## src/rtl/rxq_pf_pkg.sv

```systemverilog
package rxq_pf_pkg;
  typedef enum logic [1:0] {
    SEQ_STAT_RD,
    SEQ_STAT_CAP,
    SEQ_DATA_RD,
    SEQ_DATA_CAP
  } seq_state_e;

  localparam logic ADDR_STAT = 1'b0;
  localparam logic ADDR_DATA = 1'b1;
endpackage

```

## src/rtl/rxq_pf_rst_sync.sv

```systemverilog
module rxq_pf_rst_sync #(
  parameter int STAGES = 2
) (
  input  logic clk,
  input  logic rst_n,
  output logic rst_n_sync
);
  logic [STAGES-1:0] sync_q;

  always_ff @(posedge clk or negedge rst_n) begin
    if (!rst_n) sync_q <= '0;
    else        sync_q <= {sync_q[STAGES-2:0], 1'b1};
  end

  assign rst_n_sync = sync_q[STAGES-1];
endmodule

```

## src/rtl/rxq_pf_seq.sv

```systemverilog
module rxq_pf_seq
  import rxq_pf_pkg::*;
#(
  parameter int CNT_W = 4
) (
  input  logic             clk,
  input  logic             rst_n,
  input  logic             held,
  input  logic [CNT_W-1:0] cnt_in,
  output logic             int_rd,
  output logic             int_addr,
  output logic             cap_stat,
  output logic             cap_data
);
  seq_state_e state_q, state_d;

  always_comb begin
    state_d = state_q;
    case (state_q)
      SEQ_STAT_RD:  state_d = SEQ_STAT_CAP;
      SEQ_STAT_CAP: state_d = ((cnt_in != '0) && !held) ? SEQ_DATA_RD : SEQ_STAT_RD;
      SEQ_DATA_RD:  state_d = SEQ_DATA_CAP;
      SEQ_DATA_CAP: state_d = SEQ_STAT_RD;
      default:      state_d = SEQ_STAT_RD;
    endcase
  end

  always_ff @(posedge clk or negedge rst_n) begin
    if (!rst_n) state_q <= SEQ_STAT_RD;
    else        state_q <= state_d;
  end

  assign int_rd   = (state_q == SEQ_STAT_RD) || (state_q == SEQ_DATA_RD);
  assign int_addr = (state_q == SEQ_DATA_RD) ? ADDR_DATA : ADDR_STAT;
  assign cap_stat = (state_q == SEQ_STAT_CAP);
  assign cap_data = (state_q == SEQ_DATA_CAP);

  AST_POP_ONLY_UNHELD: assert property (@(posedge clk) disable iff (!rst_n)
    (int_rd && int_addr == ADDR_DATA) |-> !held) else $error("pop while held");
  AST_CAPTURE_AFTER_POP: assert property (@(posedge clk) disable iff (!rst_n)
    cap_data |-> $past(int_rd && int_addr == ADDR_DATA)) else $error("capture without pop");
endmodule

```

## src/rtl/rxq_pf_shadow.sv

```systemverilog
module rxq_pf_shadow #(
  parameter int DATA_W = 8,
  parameter int CNT_W  = 4,
  parameter int STAT_W = 4
) (
  input  logic              clk,
  input  logic              rst_n,
  input  logic              cap_stat,
  input  logic              cap_data,
  input  logic              consume,
  input  logic [DATA_W-1:0] int_rdata,
  output logic              held,
  output logic [DATA_W-1:0] data_o,
  output logic [STAT_W-1:0] stat_o
);
  logic [DATA_W-1:0] data_q;
  logic              held_q, held_d;
  logic [CNT_W-1:0]  raw_q, raw_d;
  logic              raw_en, data_en;

  always_comb begin
    held_d = held_q;
    raw_d  = raw_q;
    raw_en = cap_stat || cap_data;
    data_en = cap_data;
    if (cap_stat) raw_d = int_rdata[CNT_W-1:0];
    if (cap_data) begin
      raw_d  = raw_q - CNT_W'(1);
      held_d = 1'b1;
    end
    if (consume) held_d = 1'b0;
  end

  always_ff @(posedge clk or negedge rst_n) begin
    if (!rst_n) begin
      held_q <= 1'b0;
      raw_q  <= '0;
      data_q <= '0;
    end else begin
      held_q <= held_d;
      if (raw_en)  raw_q  <= raw_d;
      if (data_en) data_q <= int_rdata;
    end
  end

  assign held   = held_q;
  assign data_o = data_q;
  assign stat_o = STAT_W'(raw_q) + STAT_W'(held_q);

  AST_NO_OVERWRITE: assert property (@(posedge clk) disable iff (!rst_n)
    cap_data |-> !held_q) else $error("held byte overwritten");
  AST_CONSUME_HELD: assert property (@(posedge clk) disable iff (!rst_n)
    consume |-> held_q) else $error("consume with nothing held");
  AST_HELD_AFTER_CAP: assert property (@(posedge clk) disable iff (!rst_n)
    cap_data |=> held_q) else $error("capture did not set held");
endmodule

```

## src/rtl/rxq_pf_ctrl.sv

```systemverilog
module rxq_pf_ctrl
  import rxq_pf_pkg::*;
#(
  parameter int DATA_W = 8,
  parameter int STAT_W = 4
) (
  input  logic              clk,
  input  logic              rst_n,
  input  logic              sys_rd,
  input  logic              sys_addr,
  input  logic              held,
  input  logic [DATA_W-1:0] data_i,
  input  logic [STAT_W-1:0] stat_i,
  output logic              consume,
  output logic [DATA_W-1:0] sys_rdata,
  output logic              sys_rvalid,
  output logic              sys_uflow
);
  logic [DATA_W-1:0] rdata_q, rdata_d;
  logic              rvalid_q, uflow_q, uflow_d;
  logic              rd_data;

  assign rd_data = sys_rd && (sys_addr == ADDR_DATA);
  assign consume = rd_data && held;

  always_comb begin
    rdata_d = '0;
    uflow_d = 1'b0;
    if (sys_addr == ADDR_STAT) rdata_d = DATA_W'(stat_i);
    else if (held)             rdata_d = data_i;
    else                       uflow_d = 1'b1;
  end

  always_ff @(posedge clk or negedge rst_n) begin
    if (!rst_n) begin
      rvalid_q <= 1'b0;
      uflow_q  <= 1'b0;
      rdata_q  <= '0;
    end else begin
      rvalid_q <= sys_rd;
      uflow_q  <= sys_rd && uflow_d;
      if (sys_rd) rdata_q <= rdata_d;
    end
  end

  assign sys_rdata  = rdata_q;
  assign sys_rvalid = rvalid_q;
  assign sys_uflow  = uflow_q;

  AST_READ_ANSWERED: assert property (@(posedge clk) disable iff (!rst_n)
    sys_rd |=> sys_rvalid) else $error("read not answered");
  AST_NO_SPURIOUS_VALID: assert property (@(posedge clk) disable iff (!rst_n)
    !sys_rd |=> !sys_rvalid) else $error("spurious valid");
  AST_UFLOW_ZERO: assert property (@(posedge clk) disable iff (!rst_n)
    sys_uflow |-> (sys_rvalid && sys_rdata == '0)) else $error("underflow data");
  AST_UFLOW_ON_EMPTY: assert property (@(posedge clk) disable iff (!rst_n)
    (rd_data && !held) |=> sys_uflow) else $error("underflow missing");
endmodule

```

## src/rtl/rxq_prefetch_if.sv

```systemverilog
module rxq_prefetch_if #(
  parameter int DATA_W = 8,
  parameter int QDEPTH = 8
) (
  input  logic              clk,
  input  logic              rst_n,
  input  logic              sys_rd,
  input  logic              sys_addr,
  output logic [DATA_W-1:0] sys_rdata,
  output logic              sys_rvalid,
  output logic              sys_uflow,
  output logic              int_rd,
  output logic              int_addr,
  input  logic [DATA_W-1:0] int_rdata
);
  localparam int CNT_W  = $clog2(QDEPTH + 1);
  localparam int STAT_W = $clog2(QDEPTH + 2);

  logic              rst_n_s;
  logic              held, consume, cap_stat, cap_data;
  logic [DATA_W-1:0] data_sh;
  logic [STAT_W-1:0] stat_sh;

  rxq_pf_rst_sync #(.STAGES(2)) u_rst (
    .clk(clk), .rst_n(rst_n), .rst_n_sync(rst_n_s)
  );

  rxq_pf_seq #(.CNT_W(CNT_W)) u_seq (
    .clk(clk), .rst_n(rst_n_s), .held(held), .cnt_in(int_rdata[CNT_W-1:0]),
    .int_rd(int_rd), .int_addr(int_addr), .cap_stat(cap_stat), .cap_data(cap_data)
  );

  rxq_pf_shadow #(.DATA_W(DATA_W), .CNT_W(CNT_W), .STAT_W(STAT_W)) u_shadow (
    .clk(clk), .rst_n(rst_n_s), .cap_stat(cap_stat), .cap_data(cap_data),
    .consume(consume), .int_rdata(int_rdata), .held(held), .data_o(data_sh),
    .stat_o(stat_sh)
  );

  rxq_pf_ctrl #(.DATA_W(DATA_W), .STAT_W(STAT_W)) u_ctrl (
    .clk(clk), .rst_n(rst_n_s), .sys_rd(sys_rd), .sys_addr(sys_addr),
    .held(held), .data_i(data_sh), .stat_i(stat_sh), .consume(consume),
    .sys_rdata(sys_rdata), .sys_rvalid(sys_rvalid), .sys_uflow(sys_uflow)
  );
endmodule

```

## config.mk

```make
export PLATFORM = sky130hd
export DESIGN_NAME = rxq_prefetch_if
export DESIGN_NICKNAME = d
export VERILOG_FILES = /design/src/rtl/rxq_pf_pkg.sv /design/src/rtl/rxq_pf_rst_sync.sv /design/src/rtl/rxq_pf_seq.sv /design/src/rtl/rxq_pf_shadow.sv /design/src/rtl/rxq_pf_ctrl.sv /design/src/rtl/rxq_prefetch_if.sv
export SDC_FILE = /design/constraint.sdc
export NUM_CORES = 1
export LEC_CHECK = 0
export ABC_CLOCK_PERIOD_IN_PS = 2000
export CORE_MARGIN = 3
export CORE_UTILIZATION = 45
export CTS_CLUSTER_SIZE = 12
export DETAILED_ROUTE_END_ITERATION = 10
export PLACE_DENSITY = 0.72
export SLEW_MARGIN = 10
export SYNTH_ARGS = -nofsm -noshare
export SYNTH_HDL_FRONTEND = slang
export SYNTH_SLANG_ARGS = --single-unit
```

## constraint.sdc

```tcl
create_clock -name clk -period 2 [get_ports clk]
set_clock_uncertainty 0.05 [all_clocks]
set_input_delay 0.4 -clock clk [delete_from_list [all_inputs] [get_ports clk]]
set_output_delay 0.4 -clock clk [all_outputs]
set_load 0.05 [all_outputs]
```

==> flow_metrics.tcl, run 1 <==
set metrics [dict create \
    wl_per_cell_um 12.6 \
    grt_usage_pct 13.7 \
    rsz0062_at_grt "false" \
    worst_setup_path_end_kind "output pin" \
    fin_crit_ns 1.94 \
    area.growth.synth_to_final_pct 26.1 \
    wl_met3_um 137 \
    dr.pass1.iters 4 \
    antenna_found_initial 0 \
    worstReg2RegStart "u_shadow.held$_DFFE_PN0P_" \
    htree_num_levels 1 \
    slew_viol_final 0 \
    grt_pass1_vias 740 \
    diodes 0 \
    gr-total-overflow 0 \
    worstMarginPinSlew_ns 0.500 \
    syn-instance-count 105 \
    cp_top_family "buffers and inverters" \
    cts_tree "built" \
    regArea_um2 676 \
    cts_resized 0 \
    synth.largest_area_cell "dfrtp_1" \
    power.density_nw_per_um2 1340 \
    cts.clk_slew.worst_paths_ns 0.14 \
    cts_root_buffer "clkbuf_4" \
    hpwl_um 1510 \
    pin_count 24 \
    r2r-end "u_ctrl.sys_rdata[2]$_DFFE_PN0P_" \
    synth_seq_area_share_pct 58.5 \
    crit_path_end "sys_rdata[0]" \
    crit_buf_inv 1 \
    grt_max_degree 26 \
    crit_type "reg2out" \
    fin_crit_sh_pct 96.9 \
    setup_viol 0 \
    grt_pass1_wl_um 3410 \
    relSlewSlack_pct 66.6 \
    hold_violations 0 \
    drt_iter0_markers 14 \
    clk_latency_ns 0.33 \
    startpoint_type "flop" \
    critPathRequiredTime_ns 1.55 \
    p_seq_share_pct 46.9 \
    syn_area_um2 1150 \
    netSwitchingFraction_pct 39.5 \
    yosysUniqueCellTypes 28 \
    cp_num_cells 1 \
    clock-sinks 27 \
    power.net_switching_uw 773 \
    fp-row-count 17 \
    route.met2.wl_um 906 \
    multi_input_area_um2 419 \
    maxUsedRoutingLayer "met4" \
    cap_violations 0 \
    worst_ir_drop_vdd_v 0.000975 \
    via_per_inst 5.12 \
    cp_max_fo 2 \
    max_stage_delay_ns 0.80 \
    ys_ff_latch 27 \
    pwr-share-comb_pct 41.4 \
    die_h_um 56.7 \
    hold_buffers 0 \
    nets 144 \
    clockBufferDepth 2 \
    drt-met1-wl_um 900 \
    leakage_nw 0.695 \
    core_um2 2320 \
    finalSetupTns_ns 0 \
    worst_ep_arrival_time_ns 1.49 \
    fp.dieArea_um2 3210 \
    internal_power_mw 1.18 \
    syn_nets 120 \
    die_w_um 56.7 \
    synth.area.top_cells "dfrtp_1, mux2_2, ha_1, nand2_1, inv_1" \
    avgSynthCellArea_um2 11.0 \
    initial_utilization_pct 49.8 \
    cts_inserted_buffers 3 \
    drive_gt1_share_pct 13.3 \
    portBuffers 23 \
    r2r_slack_ns 0.53 \
    path_cells "clkdlybuf4s50_1" \
    outcome "completed" \
    postCtsSetupBuffers 0 \
    total_power_mw 1.96 \
    n_fill_cell 196 \
    drc_errors 0 \
    startpoint "u_ctrl.sys_rdata[0]$_DFFE_PN0P_" \
    postRouteAntennaNets 0 \
    synth_top_area_share_pct 58.5 \
    clockPowerShare_pct 11.7 \
    gp_congestion 0.748 \
    fmax_ghz 0.516 \
    ff2ff_path_depth 5 \
    routed_wl_um 1960 \
    ys_warn_count 0 \
    slowest_stage "clkdlybuf4s50_1" \
    hp-class "in2async" \
    vias 798 \
]
[metal layers]
layer | vias to the layer above | track usage, %
li1 | 402 | -
met1 | 373 | 17.0
met2 | 21 | 22.4
met3 | 2 | 5.29
met4 | 0 | 3.05
met5 | - | 0
[per-stage QoR]
step	cells	hold slack [ns]	cell area (um2)	util, %	setup WS, ns
after floorplan	105	0.0544	1150	-	0.264
after global placement	152	0.179	1420	61.1	0.229
after detailed placement	152	0.183	1420	61.1	0.193
after CTS	156	0.139	1440	62.3	0.0321
after global routing	156	0.134	1460	62.8	0.00682
final	156	0.156	1460	62.8	0.0619
[worst min-delay path by stage]
stage / start / endpoint / slack, ns
after floorplan: rst_n / u_rst.sync_q[0]$_DFF_PN0_ / 0.05
after global placement: u_rst.sync_q[1]$_DFF_PN0_ / u_shadow.data_o[0]$_DFFE_PN0N_ / 0.18
after detailed placement: u_rst.sync_q[1]$_DFF_PN0_ / u_shadow.data_o[4]$_DFFE_PN0N_ / 0.18
after CTS: rst_n / u_rst.sync_q[0]$_DFF_PN0_ / 0.14
after global routing: rst_n / u_rst.sync_q[0]$_DFF_PN0_ / 0.13
final: rst_n / u_rst.sync_q[0]$_DFF_PN0_ / 0.16
[area by class of cell]
type,count,area share [%]
clock buffer,3,1.55
clock inverter,1,0.344
inverter,9,2.32
multi-input combinational,63,28.8
sequential,27,46.4
tap,28,2.41
timing repair buffer,25,18.2
[synthesized netlist by cell type]
master,count
conb_1,1
nor2_1,5
xnor2_1,1
inv_1,9
ha_1,3
o211ai_1,2
nand3_1,5
a31o_2,1
nand4_1,1
o21a_1,1
nor2b_1,1
buf_1,1
a2bb2oi_1,1
or3_1,1
mux2i_1,1
or4_1,1
o221ai_1,1
xor2_1,1
nand2_1,10
nand2b_1,4
clkbuf_1,2
a21oi_1,4
a31oi_1,2
mux2_2,8
o22ai_1,5
buf_2,3
o21ai_0,3
dfrtp_1,27
[state kept, by name (all words and copies together) (netlist names), named ones only]
register and flops:
u_ctrl.sys_uflow 1, u_shadow.held 1, u_shadow.data_o 8, u_ctrl.sys_rdata 8, u_ctrl.sys_rvalid 1, u_seq.state_q 1
u_rst.sync_q 2, u_shadow.raw_q 4
[placed cells by master (no fill, tap or decap)]
master | synthesis | layout
clkbuf_4 | 0 | 3
o21a_1 | 1 | 1
nand4_1 | 1 | 1
clkinv_2 | 0 | 1
nor2b_1 | 1 | 1
conb_1 | 1 | 1
mux2_2 | 8 | 8
ha_1 | 3 | 3
a2bb2oi_1 | 1 | 1
dfrtp_1 | 27 | 27
inv_1 | 9 | 9
nand2_1 | 10 | 10
buf_12 | 0 | 1
o21ai_0 | 3 | 3
o221ai_1 | 1 | 1
or3_1 | 1 | 1
mux2i_1 | 1 | 1
a31oi_1 | 2 | 2
nand3_1 | 5 | 5
buf_4 | 0 | 3
a21oi_1 | 4 | 4
o22ai_1 | 5 | 5
xnor2_1 | 1 | 1
nand2b_1 | 4 | 4
o211ai_1 | 2 | 2
or4_1 | 1 | 1
xor2_1 | 1 | 1
dlymetal6s2s_1 | 0 | 5
a31o_2 | 1 | 1
nor2_1 | 5 | 5
clkdlybuf4s50_1 | 0 | 16
[cell families after synthesis]
family	synth area share, %
and+or+nand+nor	11.5
AOI/OAI and AO/OA	11.1
xor gates and xnor gates	1.52
other	0.325
muxes	8.67
buffers and inverters	5.20
adders and majority gates	3.25
DFF	58.5
[power groups by stage]
| stage | logic (mW) | registers [mW] | clock network, mW |
|---|---|---|---|
| 2_1_floorplan | 0.431 | 1.05 | 0 |
| 3_3_place_gp | 0.804 | 0.926 | 0 |
| 3_5_place_dp | 0.822 | 0.936 | 0 |
| 4_1_cts | 0.824 | 0.921 | 0.244 |
| 5_1_grt | 0.877 | 0.962 | 0.266 |
| 6_report | 0.810 | 0.918 | 0.228 |
No activity file was read; power rests on OpenSTA's default activity.
==> inputs of run 2 (changes only) <==
- CORE_ASPECT_RATIO: default -> 1.4
- CORE_UTILIZATION: 45 -> 53
- PLACE_DENSITY: 0.72 -> 0.82
==> run 2 against run 1 <==
Effect of this change:
- clock power barely moved
- core utilization rose by 8.5 points
- cell count down 4.5%
==> flow_metrics.tcl, run 2 (synthesis results as in run 1) <==
set metrics [dict create \
    outcome "completed" \
    startpoint_type "flop" \
    setup_slack_ns 0.0562 \
    worst_ep_arrival_time_ns 1.49 \
    fp-row-count 19 \
    hp-class "reg2async" \
    power.net_switching_uw 785 \
    fin_crit_ns 1.94 \
    routed_wl_um 1980 \
    critPathRequiredTime_ns 1.55 \
    pin_count 24 \
    grt_pass1_vias 809 \
    fp.dieArea_um2 2780 \
    worst_setup_path_end_kind "output pin" \
    layout.cells.non_filler 149 \
    vias 809 \
    cts.clk_slew.worst_paths_ns 0.14 \
    gp_congestion 0.820 \
    wl_met3_um 78 \
    p_seq_share_pct 47.0 \
    via_per_inst 5.43 \
    clockPowerShare_pct 11.6 \
    slowest_stage "clkdlybuf4s50_1" \
    grt_usage_pct 17.2 \
    route.met2.wl_um 1030 \
    drt-met1-wl_um 823 \
    setup_viol 0 \
    initial_utilization_pct 57.2 \
    place_inst 145 \
    fmax_ghz 0.514 \
    total_power_mw 1.97 \
    hpwl_um 1530 \
    relSlewSlack_pct 66.6 \
    cap_violations 0 \
    antenna_found_initial 0 \
    rsz0062_at_grt "false" \
    crit_type "reg2out" \
    diodes 0 \
    pwr-share-comb_pct 41.4 \
    netSwitchingFraction_pct 39.8 \
    cp_top_family "buffers and inverters" \
    nets 144 \
    portBuffers 23 \
    internal_power_mw 1.19 \
    hold_violations 0 \
    dr.pass1.iters 4 \
    crit_buf_inv 1 \
    placed_area_um2 1410 \
    grt_pass1_wl_um 3480 \
    cts_inserted_buffers 3 \
    power.density_nw_per_um2 1370 \
    maxUsedRoutingLayer "met4" \
    area.growth.synth_to_final_pct 24.7 \
    die_w_um 45.5 \
    max_stage_delay_ns 0.80 \
    fin_crit_sh_pct 97.2 \
    final_common_cell "dfrtp_1" \
    htree_num_levels 1 \
    clock-sinks 27 \
    drc_errors 0 \
    cts_tree "built" \
    wl_per_cell_um 13.3 \
    worstMarginPinSlew_ns 0.499 \
    postRouteAntennaNets 0 \
    path_cells "clkdlybuf4s50_1" \
    cts_root_buffer "clkbuf_4" \
    gr-total-overflow 0 \
    worst_ir_drop_vdd_v 0.000802 \
    hold_buffers 0 \
    leakage_nw 0.644 \
    clockBufferDepth 2 \
    grt_max_degree 16 \
    cp_max_fo 2 \
    final_cell_mix "dfrtp_1, clkdlybuf4s50_1, nand2_1" \
    final_cell_area_um2 1440 \
    detailedPlace.worstSlack_ns 0.219 \
    clk_latency_ns 0.32 \
    drt_iter0_markers 10 \
    finalSetupTns_ns 0 \
    slew_viol_final 0 \
    core_um2 2020 \
    die_h_um 61.2 \
    drive_gt1_share_pct 13.3 \
]
==> run 2: changes by cell type in the layout (fill, tap and decap cells not counted), sizes merged <==
| cell | before | now |
|---|---|---|
| clkdlybuf4s50 | 16 | 19 |
| dlymetal6s2s | 5 | 2 |
==> run 2: timing repair <==
item	4_1_cts	5_1_grt
setup buffers	0	0
setup endpoints to repair	0	2
resized for setup	0	2
hold endpoints to repair	0	0
==> run 2: worst paths after layout <==
kind	start	end	slack (ns)	depth (start not counted)
worst min-delay path	u_rst.sync_q[1]$_DFF_PN0_	u_shadow.data_o[2]$_DFFE_PN0N_	0.15	0
worst max-delay path	u_ctrl.sys_rdata[5]$_DFFE_PN0P_	sys_rdata[5]	0.06	1
worst min register to register	u_rst.sync_q[1]$_DFF_PN0_	u_shadow.data_o[2]$_DFFE_PN0N_	0.15	0
worst max register to register	u_shadow.held$_DFFE_PN0P_	u_ctrl.sys_rdata[2]$_DFFE_PN0P_	0.55	5
max in group asynchronous	u_rst.sync_q[1]$_DFF_PN0_	u_shadow.data_o[7]$_DFFE_PN0N_	1.19	1
min in group clk	u_rst.sync_q[0]$_DFF_PN0_	u_rst.sync_q[1]$_DFF_PN0_	0.33	0
==> run 2: routing by layer <==
layer | vias to the layer above | GRT usage, %
met2 | 18 | 27.9
li1 | 403 | -
met4 | 0 | 9.62
met1 | 382 | 21.8
met5 | - | 0
met3 | 6 | 2.34
==> run 2: stage by stage <==
| step | hold WS, ns | util [%] |
|---|---|---|
| floorplan | 0.0544 | - |
| global placement | 0.152 | 69.7 |
| detailed placement | 0.153 | 69.7 |
| CTS | 0.159 | 71.0 |
| global route | 0.149 | 71.3 |
| finish | 0.145 | 71.3 |
==> run 2: power by group through the flow <==
stage | clock (mW) | sequential, mW | combinational [mW]
3_3_place_gp | 0 | 0.927 | 0.797
2_1_floorplan | 0 | 1.05 | 0.431
5_1_grt | 0.253 | 0.962 | 0.897
4_1_cts | 0.237 | 0.927 | 0.825
3_5_place_dp | 0 | 0.940 | 0.821
6_report | 0.229 | 0.926 | 0.816
==> run 2: area by class of cell <==
cell class              count  area [um2]
flip-flops and latches     27         676
fillers                   156         581
multi-input cells          63         419
repair buffers             25         258
inverters                   9        33.8
well taps                  21        26.3
clock buffers               3        22.5
clock inverters             1        5.00
==> inputs of run 3 (changes only) <==
- CORE_MARGIN: 3 -> default
==> run 3 against run 2 <==
Effect of this change:
- cell count did not move
- clock power barely moved
- sequential share of layout area fell by 0.081 points
- global-route usage rose by 2.0 points
- critical endpoint is now sys_rdata[4]
==> flow_metrics.tcl, run 3 (synthesis results as in run 1) <==
set metrics [dict create \
    gp_congestion 0.797 \
    fmax_ghz 0.513 \
    clockPowerShare_pct 11.7 \
    power.net_switching_uw 789 \
    cap_violations 0 \
    cts_root_buffer "clkbuf_4" \
    fp-row-count 19 \
    grt_usage_pct 19.2 \
    grt_max_degree 26 \
    worstMarginPinSlew_ns 0.501 \
    via_per_inst 5.39 \
    hp-class "in2async" \
    cp_max_fo 2 \
    rsz0062_at_grt "false" \
    worst_ir_drop_vdd_v 0.00101 \
    final_common_cell "dfrtp_1" \
    pin_count 24 \
    gr-total-overflow 0 \
    cts.clk_slew.worst_paths_ns 0.14 \
    postRouteAntennaNets 0 \
    htree_num_levels 1 \
    die_w_um 41.5 \
    worst_setup_path_end_kind "output pin" \
    power.density_nw_per_um2 1370 \
    leakage_nw 0.648 \
    dr.pass1.iters 4 \
    worstReg2RegStart "u_shadow.held$_DFFE_PN0P_" \
    grt_pass1_vias 832 \
    clk_latency_ns 0.32 \
    setup_slack_ns 0.0520 \
    die_h_um 57.2 \
    fin_crit_ns 1.95 \
    startpoint_type "flop" \
    drt_iter0_markers 17 \
    clock-sinks 27 \
    final_cell_area_um2 1440 \
    detailedPlace.worstSlack_ns 0.201 \
    hold_violations 0 \
    worst_ep_arrival_time_ns 1.50 \
    slew_viol_final 0 \
    clockBufferDepth 2 \
    path_cells "clkdlybuf4s50_1" \
    cts_tree "built" \
    finalSetupTns_ns 0 \
    postCtsSetupBuffers 0 \
    outcome "completed" \
    grt_pass1_wl_um 3580 \
    max_stage_delay_ns 0.80 \
    nets 144 \
    cts_inserted_buffers 3 \
    crit_buf_inv 1 \
    hpwl_um 1540 \
    initial_utilization_pct 57.8 \
    fin_crit_sh_pct 97.4 \
    area.growth.synth_to_final_pct 24.9 \
    pwr-share-comb_pct 41.7 \
    diodes 0 \
    crit_type "reg2out" \
    ff2ff_path_depth 5 \
    relSlewSlack_pct 66.6 \
    critPathRequiredTime_ns 1.55 \
    p_seq_share_pct 46.6 \
    portBuffers 23 \
    drc_errors 0 \
    wl_per_cell_um 13.5 \
    vias 803 \
    internal_power_mw 1.19 \
    fp.dieArea_um2 2370 \
    slowest_stage "clkdlybuf4s50_1" \
    setup_viol 0 \
    netSwitchingFraction_pct 39.9 \
    r2r_slack_ns 0.51 \
    placed_area_um2 1410 \
    core_um2 2000 \
    r2r-end "u_ctrl.sys_rdata[2]$_DFFE_PN0P_" \
    routed_wl_um 2010 \
    cp_top_family "buffers and inverters" \
    antenna_found_initial 0 \
    final_cell_mix "dfrtp_1, clkdlybuf4s50_1, nand2_1" \
    drive_gt1_share_pct 13.3 \
]
## run 3: cell types whose count changed in the layout (fill, tap and decap cells not counted)
| cell | delta |
|---|---|
| clkinv_2 | -1 |
| clkinvlp_4 | +1 |
## run 3: final cells by class
cell class	count	area, um2
multi-input combinational	63	419
inverter	9	33.8
fill	154	554
timing repair buffer	25	258
sequential	27	676
tap	21	26.3
clock buffer	3	22.5
clock inverter	1	7.51
## run 3: worst max path at each step
stage	start	to	cells after the start
detailed placement	int_rdata[1]	flop	3
finish	u_ctrl.sys_rdata[4]$_DFFE_PN0P_	sys_rdata[4]	1
global placement	int_rdata[2]	flop	3
global route	u_ctrl.sys_rdata[7]$_DFFE_PN0P_	sys_rdata[7]	1
floorplan	flop	int_addr	2
CTS	u_ctrl.sys_rdata[5]$_DFFE_PN0P_	sys_rdata[5]	1
## run 3: worst reg2reg max path: cells and delay by family (launching register included)
family	cells	cell delay, ns
flops	1	0.51
xor+xnor	1	0.12
compound gates	2	0.29
fa+ha+maj	2	0.47
## run 3: power groups by stage
stage	logic (mW)	registers, mW	clock network [mW]
after floorplan	0.431	1.05	0
after global placement	0.801	0.920	0
after detailed placement	0.830	0.934	0
after CTS	0.833	0.921	0.244
after global routing	0.907	0.952	0.257
final	0.824	0.922	0.232
## run 3: layer usage
metal,vias to the layer above,global-route usage (%),part of all wire [%]
met1,385,24.4,43
met3,2,2.22,2.7
met5,-,0,0
li1,400,-,-
met2,16,33.7,53
met4,0,6.91,0.70
## run 3: metrics by stage
stage               hold WS [ns]  std cells  utilization [%]  total power [mW]
detailed placement         0.193        145             70.5              1.76
finish                     0.164        149             72.2              1.98
global placement           0.175        145             70.5              1.72
floorplan                 0.0544        105                -              1.48
CTS                        0.151        149             72.0              2.00
global route               0.155        149             72.2              2.12
## run 3: what timing repair did
item | 4_1_cts | 5_1_grt
hold buffers | 0 | 0
setup endpoints to repair | 0 | 2
endpoints found under the hold margin | 0 | 0
gates resized for setup | 0 | 2
